==> src/rtl/ddr2b_pkg.sv <==
// Shared types for the two-word burst SRAM controller.
// Assumes: one command per clock at most; the command kind is all that
// the data-path submodules need to know about a load cycle.
package ddr2b_pkg;

    // Kind of memory cycle currently on the command pins.
    typedef enum logic [1:0] {
        OP_NOP = 2'd0,
        OP_RD  = 2'd1,
        OP_WR  = 2'd2
    } op_e;

    // True when a cycle of this kind strobes the load pin.
    function automatic logic op_is_load(op_e op);
        return op != OP_NOP;
    endfunction

endpackage

==> src/rtl/ddr2b_issue.sv <==
// Command issue stage: accepts user requests and registers them onto the
// load strobe, read/write select and address pins.
// Assumes: the request fields stay stable while req is high and ready low;
// ready may depend on req_wr (read-to-write turnaround check).
module ddr2b_issue
    import ddr2b_pkg::*;
#(
    parameter int ADDR_W = 20,
    parameter int DATA_W = 18
) (
    input  logic              clk,
    input  logic              rst_n,
    input  logic              req,
    input  logic              req_wr,
    input  logic [ADDR_W-1:0] req_addr,
    input  logic [DATA_W-1:0] req_wd0,
    input  logic [DATA_W-1:0] req_wd1,
    output logic              ready,
    output op_e               op_now,
    output logic              mem_ld_n,
    output logic              mem_rw_n,
    output logic [ADDR_W-1:0] mem_addr,
    output logic [DATA_W-1:0] wd0_now,
    output logic [DATA_W-1:0] wd1_now
);

    op_e               op_q;
    logic [ADDR_W-1:0] addr_q;
    logic [DATA_W-1:0] wd0_q;
    logic [DATA_W-1:0] wd1_q;
    logic              accept;

    // Decide whether the next cycle may carry a new load.
    always_comb begin
        ready  = !((op_q == OP_WR) || ((op_q == OP_RD) && req_wr));
        accept = req && ready;
    end

    // Register the accepted request as next cycle's command.
    always_ff @(posedge clk) begin
        if (!rst_n) begin
            op_q   <= OP_NOP;
            addr_q <= '0;
            wd0_q  <= '0;
            wd1_q  <= '0;
        end else begin
            op_q <= accept ? (req_wr ? OP_WR : OP_RD) : OP_NOP;
            if (accept) begin
                addr_q <= req_addr;
                wd0_q  <= req_wd0;
                wd1_q  <= req_wd1;
            end
        end
    end

    // Decode the registered command onto the memory pins.
    always_comb begin
        op_now   = op_q;
        mem_ld_n = !op_is_load(op_q);
        mem_rw_n = (op_q != OP_WR);
        mem_addr = addr_q;
        wd0_now  = wd0_q;
        wd1_now  = wd1_q;
    end

    // a write's load cycle is always followed by a no-operation.
    a_r5_gap_after_write: assert property (@(posedge clk) disable iff (!rst_n)
        (op_q == OP_WR) |=> (op_q == OP_NOP));

    // a read's load cycle is never followed directly by a write.
    a_r9_no_write_after_read: assert property (@(posedge clk) disable iff (!rst_n)
        (op_q == OP_RD) |=> (op_q != OP_WR));

endmodule

==> src/rtl/ddr2b_wrpath.sv <==
// Write data path: launches the two burst words on the rise and fall
// lanes one cycle after a write's load cycle.
// Assumes: the issue stage holds the write words while the command is on
// the pins, and never issues two loads in a row after a write.
module ddr2b_wrpath
    import ddr2b_pkg::*;
#(
    parameter int DATA_W = 18
) (
    input  logic              clk,
    input  logic              rst_n,
    input  op_e               op_now,
    input  logic [DATA_W-1:0] wd0_now,
    input  logic [DATA_W-1:0] wd1_now,
    output logic              mem_wd_oe,
    output logic [DATA_W-1:0] mem_wd_rise,
    output logic [DATA_W-1:0] mem_wd_fall
);

    // Delay write words by one cycle; lanes are zero when not driving.
    always_ff @(posedge clk) begin
        if (!rst_n) begin
            mem_wd_oe   <= 1'b0;
            mem_wd_rise <= '0;
            mem_wd_fall <= '0;
        end else if (op_now == OP_WR) begin
            mem_wd_oe   <= 1'b1;
            mem_wd_rise <= wd0_now;
            mem_wd_fall <= wd1_now;
        end else begin
            mem_wd_oe   <= 1'b0;
            mem_wd_rise <= '0;
            mem_wd_fall <= '0;
        end
    end

    // the bus is driven only in the cycle after a write command.
    a_r4_oe_after_write: assert property (@(posedge clk) disable iff (!rst_n)
        mem_wd_oe |-> $past(op_now == OP_WR));

    // lanes stay quiet whenever the bus is not driven.
    a_r4_lanes_quiet: assert property (@(posedge clk) disable iff (!rst_n)
        !mem_wd_oe |-> (mem_wd_rise == '0) && (mem_wd_fall == '0));

endmodule

==> src/rtl/ddr2b_rdpath.sv <==
// Read capture path: takes the first beat from the fall lane one cycle
// after a read's load cycle and the second beat from the rise lane one
// cycle later, then presents both words with a one-cycle valid pulse.
// Assumes: the read lanes hold valid data only in those capture cycles.
module ddr2b_rdpath
    import ddr2b_pkg::*;
#(
    parameter int DATA_W = 18
) (
    input  logic              clk,
    input  logic              rst_n,
    input  op_e               op_now,
    input  logic [DATA_W-1:0] mem_rd_rise,
    input  logic [DATA_W-1:0] mem_rd_fall,
    output logic              rd_valid,
    output logic [DATA_W-1:0] rd_word0,
    output logic [DATA_W-1:0] rd_word1
);

    localparam int BEATS = 2;

    logic [BEATS-1:0]  stage_q;
    logic [DATA_W-1:0] first_q;

    // Track which pending reads have a beat on the lanes this cycle.
    always_ff @(posedge clk) begin
        if (!rst_n) begin
            stage_q <= '0;
        end else begin
            stage_q <= {stage_q[BEATS-2:0], (op_now == OP_RD)};
        end
    end

    // Hold the first beat until the second one arrives.
    always_ff @(posedge clk) begin
        if (!rst_n) begin
            first_q <= '0;
        end else if (stage_q[0]) begin
            first_q <= mem_rd_fall;
        end
    end

    // Present both words together and pulse valid for one cycle.
    always_ff @(posedge clk) begin
        if (!rst_n) begin
            rd_valid <= 1'b0;
            rd_word0 <= '0;
            rd_word1 <= '0;
        end else if (stage_q[BEATS-1]) begin
            rd_valid <= 1'b1;
            rd_word0 <= first_q;
            rd_word1 <= mem_rd_rise;
        end else begin
            rd_valid <= 1'b0;
        end
    end

    // every valid pulse belongs to a read issued three cycles earlier.
    a_r6_valid_after_read: assert property (@(posedge clk) disable iff (!rst_n)
        rd_valid |-> $past(op_now == OP_RD, 3));

    // the returned words do not move without a valid pulse.
    a_r7_words_hold: assert property (@(posedge clk) disable iff (!rst_n)
        !rd_valid |-> $stable(rd_word0) && $stable(rd_word1));

endmodule

==> src/rtl/ddr2b_sram_ctl.sv <==
// Top of the two-word burst DDR SRAM controller: issue stage, write data
// lanes and read capture lanes.
// Assumes: one clock domain; the double-data-rate slots of each cycle are
// carried as separate rise and fall lanes.
module ddr2b_sram_ctl
    import ddr2b_pkg::*;
#(
    parameter int ADDR_W = 20,
    parameter int DATA_W = 18
) (
    input  logic              clk,
    input  logic              rst_n,
    input  logic              req,
    input  logic              req_wr,
    input  logic [ADDR_W-1:0] req_addr,
    input  logic [DATA_W-1:0] req_wd0,
    input  logic [DATA_W-1:0] req_wd1,
    output logic              ready,
    output logic              rd_valid,
    output logic [DATA_W-1:0] rd_word0,
    output logic [DATA_W-1:0] rd_word1,
    output logic              mem_ld_n,
    output logic              mem_rw_n,
    output logic [ADDR_W-1:0] mem_addr,
    output logic              mem_wd_oe,
    output logic [DATA_W-1:0] mem_wd_rise,
    output logic [DATA_W-1:0] mem_wd_fall,
    input  logic [DATA_W-1:0] mem_rd_rise,
    input  logic [DATA_W-1:0] mem_rd_fall
);

    op_e               op_now;
    logic [DATA_W-1:0] wd0_now;
    logic [DATA_W-1:0] wd1_now;

    ddr2b_issue #(.ADDR_W(ADDR_W), .DATA_W(DATA_W)) issue_i (
        .clk      (clk),
        .rst_n    (rst_n),
        .req      (req),
        .req_wr   (req_wr),
        .req_addr (req_addr),
        .req_wd0  (req_wd0),
        .req_wd1  (req_wd1),
        .ready    (ready),
        .op_now   (op_now),
        .mem_ld_n (mem_ld_n),
        .mem_rw_n (mem_rw_n),
        .mem_addr (mem_addr),
        .wd0_now  (wd0_now),
        .wd1_now  (wd1_now)
    );

    ddr2b_wrpath #(.DATA_W(DATA_W)) wrpath_i (
        .clk         (clk),
        .rst_n       (rst_n),
        .op_now      (op_now),
        .wd0_now     (wd0_now),
        .wd1_now     (wd1_now),
        .mem_wd_oe   (mem_wd_oe),
        .mem_wd_rise (mem_wd_rise),
        .mem_wd_fall (mem_wd_fall)
    );

    ddr2b_rdpath #(.DATA_W(DATA_W)) rdpath_i (
        .clk         (clk),
        .rst_n       (rst_n),
        .op_now      (op_now),
        .mem_rd_rise (mem_rd_rise),
        .mem_rd_fall (mem_rd_fall),
        .rd_valid    (rd_valid),
        .rd_word0    (rd_word0),
        .rd_word1    (rd_word1)
    );

    // write data at the pins follows a write load seen at the pins.
    a_r4_pins_write_order: assert property (@(posedge clk) disable iff (!rst_n)
        mem_wd_oe |-> $past(!mem_ld_n && !mem_rw_n));

    // data is never driven in a cycle whose beats belong to a read.
    a_r8_no_bus_clash: assert property (@(posedge clk) disable iff (!rst_n)
        $past(!mem_ld_n && mem_rw_n) |-> !mem_wd_oe);

endmodule

==> config.mk <==
export PLATFORM = sky130hd
export DESIGN_NAME = ddr2b_sram_ctl
export DESIGN_NICKNAME = d
export VERILOG_FILES = /design/src/rtl/ddr2b_pkg.sv /design/src/rtl/ddr2b_issue.sv /design/src/rtl/ddr2b_wrpath.sv /design/src/rtl/ddr2b_rdpath.sv /design/src/rtl/ddr2b_sram_ctl.sv
export SDC_FILE = /design/constraint.sdc
export NUM_CORES = 1
export LEC_CHECK = 0
export BUFFER_PORTS_ARGS = -buffer_cell sky130_fd_sc_hd__buf_2
export CAP_MARGIN = 10
export CORE_AREA = 2 2 115 162
export DETAILED_ROUTE_END_ITERATION = 8
export DIE_AREA = 0 0 117 164
export HOLD_SLACK_MARGIN = 0.03
export PLACE_DENSITY = 0.49
export SYNTH_ARGS = -nofsm -noshare
export SYNTH_HDL_FRONTEND = slang
export SYNTH_SLANG_ARGS = --single-unit
==> constraint.sdc <==
create_clock -name clk -period 3.6 [get_ports clk]
set_clock_uncertainty 0.05 [all_clocks]
set_input_delay 0.72 -clock clk [delete_from_list [all_inputs] [get_ports clk]]
set_output_delay 0.72 -clock clk [all_outputs]
set_load 0.02 [all_outputs]
# Yosys cells after proc, flatten, opt, wreduce, memory -nomap -nowiden
# Index checks and enable logic that the tools add are counted.
word_totals:
  elab_cells: 26
  input_bits: 96
  out_inout_bits: 97
  reg_bits: 152
classes:
  n_reduce_logical: 8
  eq_ne: 3
  muxes: 3
op_table:
  columns: ["op", "count"]
  rows:
  - ["$reduce_and 2->1", 2]
  - ["$eq 2x1->1 const B", 1]
  - ["$eq 2x2->1 const B", 1]
  - ["$logic_and 1x1->1", 2]
  - ["$logic_not 1->1", 2]
  - ["$mux 1", 2]
  - ["$mux 2", 1]
  - ["$ne 2x2->1 const B", 1]
  - ["$reduce_bool 2->1", 1]
  - ["$logic_or 1x1->1", 1]

# Longest topological paths before layout
# Gate-level depths: netlist of run 1.
depth:
  depth_word: 6
  mapped_depth: 6

# Cells and area by module
# From an unflattened synthesis of run 1, not the netlist that was laid out.
hier_totals:
  hier_cells: 516
  hier_area_um2: 5664.2
by_module_without_submodules:
  columns: ["module", "area_per_inst_um2", "cells_per_inst", "n_inst", "seq_area_each_um2"]
  rows:
  - ["ddr2b_issue", 2298.5, 253, 1, 1161.1]
  - ["ddr2b_rdpath", 2164.6, 180, 1, 1141.1]
  - ["ddr2b_wrpath", 1201.2, 83, 1, 740.7]

# Worst setup path before layout of run 1
# OpenSTA, ideal clock, no wires.
synth_path:
  kind: "input -> output"
  start: "input req_wr"
  end: "output ready"
  required_ns: 2.830
  t_arrival_ns: 1.017
  cell_stages: 2
  slack_ns: 1.813
  cell_sequence: "nand3b_1 -> and2_1"
synth_via:
  elab_chain_len: 3
synth_lines:
  columns: ["element", "line_no", "rtl"]
  rows:
  - ["start, declared", "ddr2b_sram_ctl.sv:14", "input logic req_wr,"]
  - ["$logic_and 1x1->1", "ddr2b_issue.sv:35", "ready = !((op_q == OP_WR) || ((op_q == OP_RD) && req_wr));"]
  - ["$logic_or 1x1->1", "ddr2b_issue.sv:35", null]
  - ["$logic_not 1->1", "ddr2b_issue.sv:35", null]
  - ["end, declared", "ddr2b_sram_ctl.sv:18", "output logic ready,"]
# No other way between the ends.

# Worst setup path in the final report of run 1
layout_path:
  start: "register issue_i.op_q[0] (netlist: issue_i.op_now[0])"
  end: "output ready"
layout_via:
  elab_chain_len: 4
  elab_cells_between_ends: 5
  cone_classes: "2 x eq/ne; 3 x reduce/logical"
layout_lines:
  columns: ["element", "line_no", "rtl"]
  rows:
  - ["start, declared", "ddr2b_issue.sv:27", "op_e op_q;"]
  - ["start signal, assigned", "ddr2b_issue.sv:47", "op_q <= accept ? (req_wr ? OP_WR : OP_RD) : OP_NOP;"]
  - ["$eq 2x1->1", "ddr2b_issue.sv:35", null]
  - ["$logic_and 1x1->1", "ddr2b_issue.sv:35", null]
  - ["$logic_or 1x1->1 (*)", "ddr2b_issue.sv:35", null]
  - ["$logic_not 1->1 (*)", "ddr2b_issue.sv:35", null]
# Mark *: on every way between the ends. The rest lies on a longest branch, timed or not.

==> metrics, run 1 <==
power per cell area 532 nW/µm²; # rows 58; parity-gate share of the synthesized area counting xor and xnor cells 0; commonest register cell after synthesis sky130_fd_sc_hd__dfxtp_1; maximum number of pins on one net before global-route repair 69; Largest delay share family, worst path simple AND/OR/NAND/NOR gates; H-tree depth reported by CTS 4; min cycle time layout 2060 ps; Avg Synthesized Cell Area 10.3 µm²; setup repair after global routing missed its margin false; Vias 3912; setup tns final 0 ps; crit-path max FO 4; Longest Clk Path Bufs 2; total half-perimeter wirelength after legalization and detailed placement 8250 µm; max-capacitance violation count 0; Inst Count DP 911; final hold vios 0; vias in the first global route 3780; crit path cell chain nand2b_1 -> and2_1 -> buf_2; total of warnings raised by yosys 0; final routed wire length divided by cell count 12.6 µm; area share of fa/ha/maj cells after synthesis 0; cell type contributing the most total cell area after synthesis sky130_fd_sc_hd__dfxtp_1; global-route wire length before repair 18300 µm; static leakage power 3.20 nW; Initial Util 0.295; initial antenna violation count 1; fraction of final layout cells sized beyond drive strength 1 0.320; setup fix buffers added after clock tree synthesis 0; global placement routability congestion 0.701; Post-CTS Hold Fix Bufs 0; Post-synth ARST share 0; Clk Latency, worst-skew pair 410 ps; number of buffers inserted by port buffering 192; clock input transition at the sequential cells of the worst setup and hold paths 60 ps; Via density 4.14; synthesized netlist cell count 511; clock root buffer sky130_fd_sc_hd__clkbuf_16; Remaining Overflow, GRT 0; combinational family with the most area after synthesis multiplexers; CP peak stage delay 350 ps; Max Fclk 486 MHz; Synth top cells by count 152 x sky130_fd_sc_hd__dfxtp_1, 112 x sky130_fd_sc_hd__nand2_1, 110 x sky130_fd_sc_hd__mux2i_1, 56 x sky130_fd_sc_hd__nor2_1, 39 x sky130_fd_sc_hd__and2_1; Die Y 164 µm; Min-Delay Path Class reg -> reg; Die Width 117 µm; post-synthesis share of cell area spent on and, or, nand and nor gates 0.175; number of top-level pins 193; cell area after synthesis 5240 µm²; unique cell type count in the Yosys netlist 15; area fraction in compound gates after synthesis 0; endpoint type of the worst setup path primary output; CP Buf/Inv Count 1; part of the cycle the worst path needs 0.571; total routing resource utilization after global routing 0.124; area grow syn2layout 32.0%; final net count 786; CP Data Arrival Time 1290 ps; number of design rule violations left after detail routing 0; cells resized by post-CTS repair 0; net count after synthesis 607; number of detailed-routing iterations run before antenna repair 4; final number of setup-violating endpoints 0; non-filler cells, final 944; most numerous cell in the Yosys netlist sky130_fd_sc_hd__dfxtp_1; Placeable Area 17800 µm²; Synth area leaders sky130_fd_sc_hd__dfxtp_1 58%, sky130_fd_sc_hd__mux2i_1 21%, sky130_fd_sc_hd__nand2_1 8.0%, sky130_fd_sc_hd__and2_1 4.7%, sky130_fd_sc_hd__nor2_1 4.0%; max-slew violation count 0; share of Yosys cell area claimed by the top area cell type 0.581; path type of the worst setup path reg -> out; violation count after the first detailed-routing iteration 107; Post-Route WL 11900 µm; post-synthesis sequential element count 152; number of flops mapped to enable cells by yosys 0; critical path startpoint category register; CTS Buf Count 17; outcome finished clean; Final ANT Viol Nets 0; Worst Tran Pin Value 1200 ps; Worst IR Drop VDD 283 µV; CTS Sinks 152; clock tree from TritonCTS done; tightest slew margin relative to the limit 0.198; Seq/Total Area, Yosys 0.581; required time at the worst-slack endpoint 2830 ps; share of synthesized area spent on multiplexers 0.210; area of the die 19200 µm²; cell with the largest stage delay on the worst path sky130_fd_sc_hd__dfxtp_1
[sequential cells by signal, indices dropped and copies added, names as in the netlist]
name and cells:
issue_i.mem_addr 20, rdpath_i.rd_word1 18, issue_i.wd1_now 18, wrpath_i.mem_wd_oe 1, issue_i.op_now 2, rdpath_i.rd_word0 18
wrpath_i.mem_wd_rise 18, wrpath_i.mem_wd_fall 18, rdpath_i.first_q 18, issue_i.wd0_now 18, rdpath_i.stage_q 2, rdpath_i.rd_valid 1
[placed cells by master, fill, tap and decap left out]
cell type,instances
sky130_fd_sc_hd__dfxtp_1,151
sky130_fd_sc_hd__clkinv_4,1
sky130_fd_sc_hd__and3_4,1
sky130_fd_sc_hd__dfxtp_2,1
sky130_fd_sc_hd__nor2_1,55
sky130_fd_sc_hd__and2_1,39
sky130_fd_sc_hd__nor2_2,1
sky130_fd_sc_hd__buf_2,191
sky130_fd_sc_hd__clkbuf_1,5
sky130_fd_sc_hd__mux2i_1,110
sky130_fd_sc_hd__bufinv_16,1
sky130_fd_sc_hd__clkinv_1,1
sky130_fd_sc_hd__diode_2,1
sky130_fd_sc_hd__clkbuf_8,3
sky130_fd_sc_hd__buf_4,4
sky130_fd_sc_hd__nor3b_1,2
sky130_fd_sc_hd__nand2b_1,1
sky130_fd_sc_hd__clkinvlp_4,2
sky130_fd_sc_hd__nand3b_1,1
sky130_fd_sc_hd__and3_1,1
sky130_fd_sc_hd__clkinv_2,3
sky130_fd_sc_hd__clkbuf_16,17
sky130_fd_sc_hd__nand2_1,112
[cells by family (layout without fill, tap and decap cells)]
logic type,Yosys count,after routing
simple gates,213,213
buf+inv,36,228
other cells,0,1
mux,110,110
flops,152,152
[layer usage]
layer / wire (µm) / part of all wire / track usage / up-vias
met4: 182 / 0.015 / 0.0497 / 0
met1: 5230 / 0.44 / 0.143 / 1760
met5: 0 / 0 / 0 / -
met2: 5540 / 0.47 / 0.203 / 139
li1: - / - / - / 1997
met3: 935 / 0.079 / 0.0506 / 16
[per-stage QoR]
stage	hold WS [ps]	utilization	cell area, µm²	worst slack (ps)	power, W
5_1_grt	416	0.389	6910	1320	0.00383
4_1_cts	400	0.389	6910	1460	0.00374
6_report	396	0.389	6920	1540	0.00368
2_1_floorplan	380	-	5240	1810	0.00196
3_3_place_gp	386	0.358	6360	1110	0.00205
3_5_place_dp	386	0.358	6360	1020	0.00206
[path summary, 6_finish.rpt]
check                            from                        to  slack, ps  cells after the start
hold reg to reg   issue_i.wd0_now[16]  wrpath_i.mem_wd_rise[16]        400                      1
setup reg to reg    issue_i.op_now[0]       issue_i.wd0_now[14]       1700                      3
setup / recovery    issue_i.op_now[0]                     ready       1540                      3
hold / removal    issue_i.wd0_now[16]  wrpath_i.mem_wd_rise[16]        400                      1
[power by group]
group          internal (W)  switching [W]
logic              0.000113       0.000138
registers           0.00174      0.0000296
clock network       0.00100       0.000658
total               0.00285       0.000826
[final cells by class]
| type | count | area [µm²] |
|---|---|---|
| Multi-Input combinational cell | 323 | 2020 |
| Clock buffer | 25 | 485 |
| Tap cell | 240 | 300 |
| Sequential cell | 152 | 3040 |
| Inverter | 1 | 3.75 |
| Clock inverter | 7 | 68.8 |
| Timing Repair Buffer | 195 | 986 |
| Fill cell | 1808 | 10900 |
| Antenna cell | 1 | 2.50 |
Power figures use the tool's default switching activity.
==> run 2, diff against run 1 <==
--- a/config.mk
+++ b/config.mk
@@ -5,13 +5,14 @@
 export SDC_FILE = /design/constraint.sdc
 export NUM_CORES = 1
 export LEC_CHECK = 0
+export ABC_AREA = 1
 export BUFFER_PORTS_ARGS = -buffer_cell sky130_fd_sc_hd__buf_2
 export CAP_MARGIN = 10
-export CORE_AREA = 2 2 115 162
+export CORE_AREA = 2 2 121 170
 export DETAILED_ROUTE_END_ITERATION = 8
-export DIE_AREA = 0 0 117 164
+export DIE_AREA = 0 0 123 172
 export HOLD_SLACK_MARGIN = 0.03
-export PLACE_DENSITY = 0.49
+export PLACE_DENSITY = 0.5
 export SYNTH_ARGS = -nofsm -noshare
 export SYNTH_HDL_FRONTEND = slang
 export SYNTH_SLANG_ARGS = --single-unit
==> constraint.sdc (replaced) <==
create_clock -name clk -period 1.7 [get_ports clk]
set_clock_uncertainty 0.05 [all_clocks]
set_input_delay 0.34 -clock clk [delete_from_list [all_inputs] [get_ports clk]]
set_output_delay 0.34 -clock clk [all_outputs]
set_load 0.02 [all_outputs]
==> run 2 against run 1 <==
  * Synthesized cell count grew 59%
  * Highest routed layer unchanged
  * Design area grew 9.6%
  * First-iteration DRC count is 72% higher
  * Synthesized area grew 11%
  * Non-clock buffer count up 12
  * Combinational power increased to 3.3 times the previous value
  * Register-to-register slack lost 1400 ps
==> metrics, run 2 <==
number of design rule violations left after detail routing 0; parity-gate share of the synthesized area counting xor and xnor cells 0; Initial Util 0.294; clock root buffer sky130_fd_sc_hd__clkbuf_16; CP peak stage delay 350 ps; clock tree from TritonCTS done; CP Buf/Inv Count 3; number of buffers inserted by port buffering 192; Clk Latency, worst-skew pair 410 ps; global placement routability congestion 0.725; Min-Delay Path Class in -> reg; initial antenna violation count 0; cell type contributing the most total cell area after synthesis sky130_fd_sc_hd__dfxtp_1; Placeable Area 19700 µm²; crit-path max FO 10; total half-perimeter wirelength after legalization and detailed placement 9920 µm; power per cell area 1090 nW/µm²; combinational family with the most area after synthesis simple AND/OR/NAND/NOR gates; path type of the worst setup path reg -> out; Largest delay share family, worst path buffers and inverters; Post-Route WL 15700 µm; Remaining Overflow, GRT 0; reg2reg start issue_i.op_now[0]; cell with the largest stage delay on the worst path sky130_fd_sc_hd__dfxtp_2; Worst Tran Pin Value 691 ps; setup tns final 0 ps; final hold vios 0; non-filler cells, final 1256; setup repair after global routing missed its margin false; violation count after the first detailed-routing iteration 184; max-slew violation count 0; Largest register FFs 20; min cycle time layout 1620 ps; leading cell types in the layout, fill and taps excluded 202 x sky130_fd_sc_hd__nor2_1, 190 x sky130_fd_sc_hd__buf_2, 167 x sky130_fd_sc_hd__inv_1; global-route wire length before repair 24800 µm; total routing resource utilization after global routing 0.151; Via density 4.14; final routed wire length divided by cell count 12.5 µm; unique cell type count in the Yosys netlist 16; Vias 5201; endpoint type of the worst setup path primary output; Seq/Total Area, Yosys 0.525; post-synthesis sequential element count 152; Final ANT Viol Nets 0; Worst IR Drop VDD 608 µV; Synth top cells by count 202 x sky130_fd_sc_hd__nor2_1, 167 x sky130_fd_sc_hd__inv_1, 152 x sky130_fd_sc_hd__dfxtp_1, 115 x sky130_fd_sc_hd__nand2_1, 57 x sky130_fd_sc_hd__nand4_1; Inst Count DP 1223; static leakage power 4.36 nW; H-tree depth reported by CTS 4; share of Yosys cell area claimed by the top area cell type 0.525; worst setup path start issue_i.op_now[0]; commonest register cell after synthesis sky130_fd_sc_hd__dfxtp_1; Max Fclk 617 MHz; Post-CTS Hold Fix Bufs 0; net count after synthesis 909; CTS Sinks 152; number of top-level pins 193; final number of setup-violating endpoints 0; CP Data Arrival Time 1230 ps; number of gates on the worst path with buffers counted 4; CTS Buf Count 17; maximum number of pins on one net before global-route repair 114; post-synthesis share of cell area spent on and, or, nand and nor gates 0.273; outcome finished clean; max-capacitance violation count 0; Register-to-Register Setup Slack 350 ps; worst r2r dst wrpath_i.mem_wd_rise[17]; clock input transition at the sequential cells of the worst setup and hold paths 70 ps; vias in the first global route 4993; Post-synth ARST share 0; final net count 1086; part of the cycle the worst path needs 0.954; tightest slew margin relative to the limit 0.539; leading cell type in the layout, fill and taps excluded sky130_fd_sc_hd__nor2_1; critical path startpoint category register; fraction of final layout cells sized beyond drive strength 1 0.253; Avg Synthesized Cell Area 7.12 µm²; required time at the worst-slack endpoint 1310 ps; Die Y 172 µm; synthesized netlist cell count 813; number of flops mapped to enable cells by yosys 0; # rows 61; cell area after synthesis 5790 µm²; total of warnings raised by yosys 0; area share of fa/ha/maj cells after synthesis 0; number of detailed-routing iterations run before antenna repair 5; Synth area leaders sky130_fd_sc_hd__dfxtp_1 53%, sky130_fd_sc_hd__nor2_1 13%, sky130_fd_sc_hd__inv_1 11%, sky130_fd_sc_hd__nand2_1 7.5%, sky130_fd_sc_hd__nand4_1 6.2%; R2R cell count 5; Longest Clk Path Bufs 2; Die Width 123 µm; share of synthesized area spent on multiplexers 0; area fraction in compound gates after synthesis 0.0467; most numerous cell in the Yosys netlist sky130_fd_sc_hd__nor2_1; area grow syn2layout 30.9%; final cell utilization of the core 0.385; crit path cell chain inv_2 -> nand2_4 -> buf_6 -> buf_2; area of the die 21200 µm²; endpoint of the most critical setup path mem_rw_n
==> run 2: final cells by class <==
type / instances / area, µm²
Tap cell: 252 / 315
Fill cell: 2174 / 12100
Multi-Input combinational cell: 433 / 1860
Antenna cell: 1 / 2.50
Clock buffer: 17 / 425
Clock inverter: 15 / 144
Inverter: 179 / 672
Sequential cell: 152 / 3050
Timing Repair Buffer: 207 / 1120
==> run 2: worst min-delay path, cell delays in order <==
cell and delay [ps]:
sky130_fd_sc_hd__buf_2 80, sky130_fd_sc_hd__nor2_1 30, sky130_fd_sc_hd__nor2_1 80
==> run 2: worst min-delay path by stage <==
stage,start,cells after the start,endpoint
5_1_grt,mem_rd_fall[10],3,rdpath_i.first_q[10]
3_3_place_gp,issue_i.wd1_now[12],2,wrpath_i.mem_wd_fall[12]
6_report,mem_rd_fall[7],3,rdpath_i.first_q[7]
4_1_cts,mem_rd_fall[7],3,rdpath_i.first_q[7]
3_5_place_dp,issue_i.wd1_now[10],2,wrpath_i.mem_wd_fall[10]
2_1_floorplan,issue_i.wd1_now[0],2,wrpath_i.mem_wd_fall[0]
==> run 2: what timing repair did <==
item	CTS	global route
setup buffers	0	0
endpoints found under the hold margin	0	0
cloned	0	0
resized for setup	2	3
setup endpoints to repair	1	2
==> run 2: metrics by stage <==
step / hold slack, ps / area, µm² / setup WS [ps] / power, W
after global placement: 370 / 7000 / 262 / 0.00468
final: 89.0 / 7580 / 78.5 / 0.00826
after detailed placement: 373 / 7000 / 233 / 0.00468
after floorplan: 366 / 5790 / 407 / 0.00437
after CTS: 63.9 / 7570 / 8.31 / 0.00840
after global routing: 80.3 / 7580 / 1.55 / 0.00868
==> run 2: logic make-up after synthesis <==
group,after synthesis
compound gates,54
simple gates,379
buf+inv,228
flops,152
==> run 2: report_power, final <==
part	switching [W]	internal, W
Combinational	0.000512	0.000311
Clock	0.00161	0.00205
Sequential	0.0000550	0.00371
Total	0.00218	0.00608
==> run 2: layer usage <==
layer	part of all wire	wire, µm	GRT usage	up-vias
met5	0	0	0	-
li1	-	-	-	2766
met2	0.47	7450	0.255	135
met1	0.44	6950	0.178	2287
met4	0.011	178	0.0474	0
met3	0.073	1140	0.0561	13
